==> src/rtl/pcb_pkg.sv <==
package pcb_pkg;

    localparam int unsigned BYTE_W = 8;

    typedef logic [BYTE_W-1:0] byte_t;

    typedef enum logic [1:0] {
        PH_IDLE   = 2'd0,
        PH_COMMIT = 2'd1,
        PH_SETTLE = 2'd2
    } phase_e;

    typedef struct packed {
        logic start;
        logic stop;
        logic load;
        logic data;
    } strobe_s;

    function automatic int unsigned busy_span(input int unsigned page_bytes,
                                              input int unsigned settle);
        return page_bytes + settle;
    endfunction

    function automatic strobe_s gate_strobes(input strobe_s raw, input logic open);
        strobe_s g;
        g.start = raw.start & open;
        g.stop  = raw.stop  & open & ~raw.start;
        g.load  = raw.load  & open & ~raw.start & ~raw.stop;
        g.data  = raw.data  & open & ~raw.start & ~raw.stop & ~raw.load;
        return g;
    endfunction

endpackage

==> src/rtl/pcb_cursor.sv <==
module pcb_cursor #(
    parameter int unsigned OFS_W = 6,
    parameter int unsigned ROW_W = 9
) (
    input  logic             clk,
    input  logic             rst,
    input  logic             load,
    input  logic [ROW_W-1:0] load_row,
    input  logic [OFS_W-1:0] load_ofs,
    input  logic             adv,
    output logic [ROW_W-1:0] row,
    output logic [OFS_W-1:0] ofs
);

    logic [ROW_W-1:0] row_q;
    logic [OFS_W-1:0] ofs_q;

    always_ff @(posedge clk) begin
        if (rst) begin
            row_q <= '0;
            ofs_q <= '0;
        end else if (load) begin
            row_q <= load_row;
            ofs_q <= load_ofs;
        end else if (adv) begin
            ofs_q <= ofs_q + OFS_W'(1);
        end
    end

    assign row = row_q;
    assign ofs = ofs_q;

endmodule

==> src/rtl/pcb_store.sv <==
module pcb_store
    import pcb_pkg::*;
#(
    parameter int unsigned PAGE_BYTES = 64,
    localparam int unsigned OFS_W = $clog2(PAGE_BYTES)
) (
    input  logic             clk,
    input  logic             rst,
    input  logic             clr,
    input  logic             wr_en,
    input  logic [OFS_W-1:0] wr_idx,
    input  byte_t            wr_byte,
    input  logic [OFS_W-1:0] rd_idx,
    output byte_t            rd_byte,
    output logic             rd_valid,
    output logic             any_valid
);

    byte_t                 slot_q [PAGE_BYTES];
    logic [PAGE_BYTES-1:0] vld_q;
    logic [PAGE_BYTES-1:0] hit;

    for (genvar g = 0; g < PAGE_BYTES; g++) begin : g_dec
        assign hit[g] = wr_en && (wr_idx == OFS_W'(g));
    end

    always_ff @(posedge clk) begin
        if (rst) begin
            vld_q <= '0;
            for (int i = 0; i < PAGE_BYTES; i++) slot_q[i] <= '0;
        end else begin
            for (int i = 0; i < PAGE_BYTES; i++) begin
                if (clr) begin
                    vld_q[i] <= 1'b0;
                end else if (hit[i]) begin
                    vld_q[i]  <= 1'b1;
                    slot_q[i] <= wr_byte;
                end
            end
        end
    end

    assign rd_byte   = slot_q[rd_idx];
    assign rd_valid  = vld_q[rd_idx];
    assign any_valid = |vld_q;

endmodule

==> src/rtl/pcb_sequencer.sv <==
module pcb_sequencer
    import pcb_pkg::*;
#(
    parameter int unsigned PAGE_BYTES   = 64,
    parameter int unsigned WRITE_CYCLES = 20000,
    localparam int unsigned OFS_W = $clog2(PAGE_BYTES),
    localparam int unsigned TMR_W = $clog2(WRITE_CYCLES + 1)
) (
    input  logic             clk,
    input  logic             rst,
    input  strobe_s          stb,
    input  logic             lock,
    input  logic             any_valid,
    output phase_e           phase,
    output logic [OFS_W-1:0] scan_idx,
    output logic             clr,
    output logic             idle
);

    localparam logic [OFS_W-1:0] LAST_OFS  = OFS_W'(PAGE_BYTES - 1);
    localparam logic [TMR_W-1:0] TMR_START = TMR_W'(WRITE_CYCLES - 1);

    phase_e           ph_q, ph_d;
    logic [OFS_W-1:0] scan_q, scan_d;
    logic [TMR_W-1:0] tmr_q, tmr_d;
    logic             go_commit;

    assign go_commit = stb.stop && any_valid && !lock;

    always_comb begin
        ph_d   = ph_q;
        scan_d = scan_q;
        tmr_d  = tmr_q;
        clr    = 1'b0;
        unique case (ph_q)
            PH_IDLE: begin
                if (stb.start || stb.load) begin
                    clr = 1'b1;
                end else if (stb.stop) begin
                    if (go_commit) begin
                        ph_d   = PH_COMMIT;
                        scan_d = '0;
                    end else begin
                        clr = 1'b1;
                    end
                end
            end
            PH_COMMIT: begin
                scan_d = scan_q + OFS_W'(1);
                if (scan_q == LAST_OFS) begin
                    clr   = 1'b1;
                    ph_d  = PH_SETTLE;
                    tmr_d = TMR_START;
                end
            end
            PH_SETTLE: begin
                if (tmr_q == '0) begin
                    ph_d = PH_IDLE;
                end else begin
                    tmr_d = tmr_q - TMR_W'(1);
                end
            end
            default: ph_d = PH_IDLE;
        endcase
    end

    always_ff @(posedge clk) begin
        if (rst) begin
            ph_q   <= PH_IDLE;
            scan_q <= '0;
            tmr_q  <= '0;
        end else begin
            ph_q   <= ph_d;
            scan_q <= scan_d;
            tmr_q  <= tmr_d;
        end
    end

    assign phase    = ph_q;
    assign scan_idx = scan_q;
    assign idle     = (ph_q == PH_IDLE);

endmodule

==> src/rtl/page_commit_buf.sv <==
module page_commit_buf
    import pcb_pkg::*;
#(
    parameter int unsigned PAGE_BYTES   = 64,
    parameter int unsigned PAGE_COUNT   = 512,
    parameter int unsigned WRITE_CYCLES = 20000,
    localparam int unsigned OFS_W  = $clog2(PAGE_BYTES),
    localparam int unsigned ROW_W  = $clog2(PAGE_COUNT),
    localparam int unsigned ADDR_W = OFS_W + ROW_W
) (
    input  logic              clk,
    input  logic              rst,
    input  logic              load_addr_i,
    input  logic [ADDR_W-1:0] load_addr_val_i,
    input  logic              byte_stb_i,
    input  logic [7:0]        byte_i,
    input  logic              start_stb_i,
    input  logic              stop_stb_i,
    input  logic              wr_lock_i,
    output logic              mem_we_o,
    output logic [ADDR_W-1:0] mem_addr_o,
    output logic [7:0]        mem_data_o,
    output logic              busy_o
);

    strobe_s          raw_stb, acc_stb;
    phase_e           phase;
    logic             idle, clr, any_valid, rd_valid;
    logic [OFS_W-1:0] scan_idx, cur_ofs;
    logic [ROW_W-1:0] cur_row;
    byte_t            rd_byte;

    assign raw_stb.start = start_stb_i;
    assign raw_stb.stop  = stop_stb_i;
    assign raw_stb.load  = load_addr_i;
    assign raw_stb.data  = byte_stb_i;
    assign acc_stb       = gate_strobes(raw_stb, idle);

    pcb_cursor #(
        .OFS_W(OFS_W),
        .ROW_W(ROW_W)
    ) u_cursor (
        .clk     (clk),
        .rst     (rst),
        .load    (acc_stb.load),
        .load_row(load_addr_val_i[ADDR_W-1:OFS_W]),
        .load_ofs(load_addr_val_i[OFS_W-1:0]),
        .adv     (acc_stb.data),
        .row     (cur_row),
        .ofs     (cur_ofs)
    );

    pcb_store #(
        .PAGE_BYTES(PAGE_BYTES)
    ) u_store (
        .clk      (clk),
        .rst      (rst),
        .clr      (clr),
        .wr_en    (acc_stb.data),
        .wr_idx   (cur_ofs),
        .wr_byte  (byte_i),
        .rd_idx   (scan_idx),
        .rd_byte  (rd_byte),
        .rd_valid (rd_valid),
        .any_valid(any_valid)
    );

    pcb_sequencer #(
        .PAGE_BYTES  (PAGE_BYTES),
        .WRITE_CYCLES(WRITE_CYCLES)
    ) u_seq (
        .clk      (clk),
        .rst      (rst),
        .stb      (acc_stb),
        .lock     (wr_lock_i),
        .any_valid(any_valid),
        .phase    (phase),
        .scan_idx (scan_idx),
        .clr      (clr),
        .idle     (idle)
    );

    assign mem_we_o   = (phase == PH_COMMIT) && rd_valid;
    assign mem_addr_o = {cur_row, scan_idx};
    assign mem_data_o = rd_byte;
    assign busy_o     = !idle;

endmodule

==> config.mk <==
export PLATFORM = sky130hd
export DESIGN_NAME = page_commit_buf
export DESIGN_NICKNAME = d
export VERILOG_FILES = /design/src/rtl/pcb_pkg.sv /design/src/rtl/pcb_cursor.sv /design/src/rtl/pcb_store.sv /design/src/rtl/pcb_sequencer.sv /design/src/rtl/page_commit_buf.sv
export SDC_FILE = /design/constraint.sdc
export NUM_CORES = 1
export LEC_CHECK = 0
export BUFFER_PORTS_ARGS = -buffer_cell sky130_fd_sc_hd__buf_2
export CAP_MARGIN = 20
export CELL_PAD_IN_SITES_DETAIL_PLACEMENT = 1
export CELL_PAD_IN_SITES_GLOBAL_PLACEMENT = 2
export CORE_MARGIN = 10
export CORE_UTILIZATION = 50
export DETAILED_ROUTE_END_ITERATION = 8
export PLACE_DENSITY_LB_ADDON = 0.1
export SLEW_MARGIN = 15
export SYNTH_ARGS = -nofsm -noshare
export SYNTH_HDL_FRONTEND = slang
export SYNTH_SLANG_ARGS = --single-unit
export TNS_END_PERCENT = 50
==> constraint.sdc <==
create_clock -name clk -period 3.8 [get_ports clk]
set_input_delay 0.38 -clock clk [delete_from_list [all_inputs] [get_ports clk]]
set_output_delay 0.38 -clock clk [all_outputs]
set_load 0.05 [all_outputs]
==> impl_metrics.yaml <==
power:
  leakage_uw: 0.00991
  powerDensity_nw_per_um2: 504
  ir_worst_vdd_v: 0.000313
drt:
  final_antenna_net_count: 0
  route.detailed.drc: 0
  detail_route.iter0.violations: 1415
  via_per_inst: 6.09
  routed-via-count: 16000
  dr.pass1.iters: 5
  finalWirelength_um: 76400
  wire_per_inst_um: 29.1
synth:
  synthArstFlopShare: 0
  synth_nets: 1841
  ys_top_cells_by_count: "edfxtp_1 (512), nor2_1 (364), mux4_2 (144), dfxtp_1 (108), clkbuf_1 (106)"
  syn_inst: 1801
  synth_seq_area_share: 0.667
  synth_most_common_cell: "edfxtp_1"
  synth_area_leaders: "edfxtp_1 (58%), mux4_2 (12%), dfxtp_1 (8.2%)"
  synth.top_cell.area_share: 0.585
  yosys_most_used_dff: "edfxtp_1"
  yosys_register_bits: 620
  syn-cell-area_um2: 26300
  synth_edf_count: 512
  synth.distinct_cells: 64
  yosysWarnings: 0
  syn_area_per_cell_um2: 14.6
  yosysTopAreaCell: "edfxtp_1"
die:
  design.die.area_um2: 62200
  rows: 84
  ios: 55
  chipWidth_um: 249
  fp.dieH_um: 249
  start_util: 0.503
  core_um2: 52300
worst_setup_path:
  cp_data_required_time_ns: 3.42
  arrival_ns: 3.34
  crit_path_top_delay_cell: "dfxtp_4"
  crit_chain: "buf_4 > mux4_2 > mux2i_1 > o22ai_1 > or4_1 > buf_2"
  worstRegToRegCells: 6
  cp-start-kind: "register"
  worstSetupEndpointType: "output port"
  cp_slowest_stage_delay_ns: 0.61
  critPathMaxFanout: 17
  rrSetupSlack_ns: 0.52
  r2r-end: "u_store.slot_q[12][3]$_SDFFCE_PN0P_"
  worstSetupPathType: "reg -> out"
  reg2reg_from: "u_seq.scan_idx[1]$_SDFFE_PP0P_"
cts:
  cts_tree: "yes"
  cts-root-buf: "clkbuf_16"
  numClockSinks: 620
  cts.clk_slew.worst_paths_ns: 0.05
  clk_latency_ns: 0.61
  postCtsSetupRepairBufs: 0
  cts_made_buffers: 68
  cts_buffer_depth: 3
  htreeDepth: 3
status:
  status: "finished, final reports clean"
layout:
  fin_util: 0.571
  multi_input_comb_area_um2: 8120
  drive_gt1_frac: 0.217
  seqCellArea_um2: 17500
  area.growth.synth_to_final_pct: 13.6
  nets: 1923
  fill_cells: 4970
min_path:
  min_to: "u_cursor.row[8]$_SDFFE_PP0P_"
  min_path_type: "in -> reg"
  whs_path_depth: 3
  hp-start: "load_addr_val_i[14]"
sta:
  rsz0062_at_grt: "no"
  fmax_ghz: 0.269
  hold_violations: 0
  fin_tns_setup_ns: 0
  fin_crit_sh: 0.980
  finClkSkew_ns: 0.0234
  maxSlewHeadroom: 0.281
  worstMarginPinSlew_ns: 1.08
  slew_violations: 0
  setup_viol: 0
  fin_crit_ns: 3.72
grt:
  grt_pass1_wl_um: 114000
  antenna_found_initial: 5
  grt_pass1_vias: 17000
  grt_max_degree: 73
  grt.total_usage: 0.244
  gr-total-overflow: 0
job:
  maxCapViolCount: 0
placed_design:
  routabilityCongestion: 0.802
  dp_hpwl_um: 50400
  portBuffers: 54
## power by group
group / switching [uW] / leakage, uW / internal, uW / total, uW
registers: 131 / 0.00600 / 7700 / 7830
clock network: 2690 / 0.00105 / 3690 / 6380
logic: 591 / 0.00287 / 283 / 874
## metal layers
layer | global-route usage | up-vias | share of wire
met5 | 0 | - | 0.00038
met4 | 0.0866 | 4 | 0.030
met3 | 0.0509 | 131 | 0.069
met2 | 0.396 | 564 | 0.49
met1 | 0.322 | 8342 | 0.41
li1 | - | 6961 | -
## final cells by class
cell class | count | area share
flip-flops and latches | 620 | 0.587
diodes | 1 | 0.0000837
clock inverters | 29 | 0.00724
clock buffers | 96 | 0.0644
well taps | 688 | 0.0288
repair buffers | 156 | 0.0383
inverters | 19 | 0.00239
multi-input cells | 1018 | 0.272
## cell usage in the layout (no fill, tap or decap), types with 12 or more instances in the layout
cell type	synthesis	routed
a21o_1	32	32
a21oi_1	81	81
and2_0	12	12
buf_2	33	53
buf_4	0	92
clkbuf_1	106	20
clkbuf_16	0	72
clkinv_2	0	13
dfxtp_1	108	105
edfxtp_1	512	512
inv_1	19	19
mux2i_1	67	64
mux4_2	144	144
nand2_1	66	66
nand2b_1	19	19
nor2_1	364	364
nor4_1	19	19
o21bai_1	30	30
o22ai_1	34	34
## timing repair
item	4_1_cts	5_1_grt
hold buffers	1	0
endpoints found under the setup margin	1	5
cloned	0	0
resized for setup	1	5
endpoints found under the hold margin	1	0
## critical path: cells and delay by family (launching register included)
family / cells / cell delay [ns]
DFF: 1 / 0.61
muxes: 2 / 0.74
buffers and inverters: 2 / 0.59
and+or+nand+nor: 1 / 0.51
AOI/OAI and AO/OA: 1 / 0.29
## state kept, by name, indices dropped and copies added, names as in the netlist, named ones only
register,flops
u_cursor.ofs,6
u_cursor.row,9
u_seq.phase,2
u_seq.scan_idx,6
u_seq.tmr_q,15
u_store.slot_q,512
u_store.vld_q,64
## through the flow
| step | hold slack [ns] | total power [uW] | setup slack [ns] | area, um2 | std cells |
|---|---|---|---|---|---|
| after floorplan | 0.454 | 8470 | 0.889 | 26300 | 1801 |
| after global placement | 0.439 | 8790 | 0.659 | 27700 | 2499 |
| after detailed placement | 0.450 | 8840 | 0.462 | 27700 | 2499 |
| final | 0.0284 | 15100 | 0.0762 | 29900 | 2627 |
| after global routing | 0.0278 | 15600 | 0.000702 | 29900 | 2626 |
| after CTS | 0.00337 | 15200 | 0.0328 | 29900 | 2625 |
## worst max-delay path by stage
stage | start | to | slack [ns] | depth (start not counted)
6_report | register | mem_data_o[7] | 0.08 | 6
5_1_grt | register | mem_data_o[7] | 0.0007 | 6
4_1_cts | register | mem_data_o[6] | 0.03 | 7
3_5_place_dp | u_seq.phase[1]$_SDFFE_PP0P_ | u_store.slot_q[38][4]$_DFFE_PP_ | 0.46 | 7
3_3_place_gp | u_seq.scan_idx[1]$_SDFFE_PP0P_ | u_store.slot_q[18][0]$_SDFFCE_PN0P_ | 0.66 | 5
2_1_floorplan | u_seq.scan_idx[1]$_SDFFE_PP0P_ | mem_we_o | 0.89 | 6
## cells by family (layout without fill, tap and decap cells)
logic type               after synthesis  in the layout  synth area share
XOR/XNOR                              12             12           0.00400
adder cells (fa/ha/maj)               10             10           0.00476
multiplexers                         213            213             0.150
flip-flops                           620            620             0.667
AND/OR/NAND/NOR                      561            561            0.0962
buffers and inverters                163            300            0.0248
other                                  0              1                 0
AO/OA/AOI/OAI                        222            222            0.0538
Note: power is estimated with default switching activity, not from simulation.
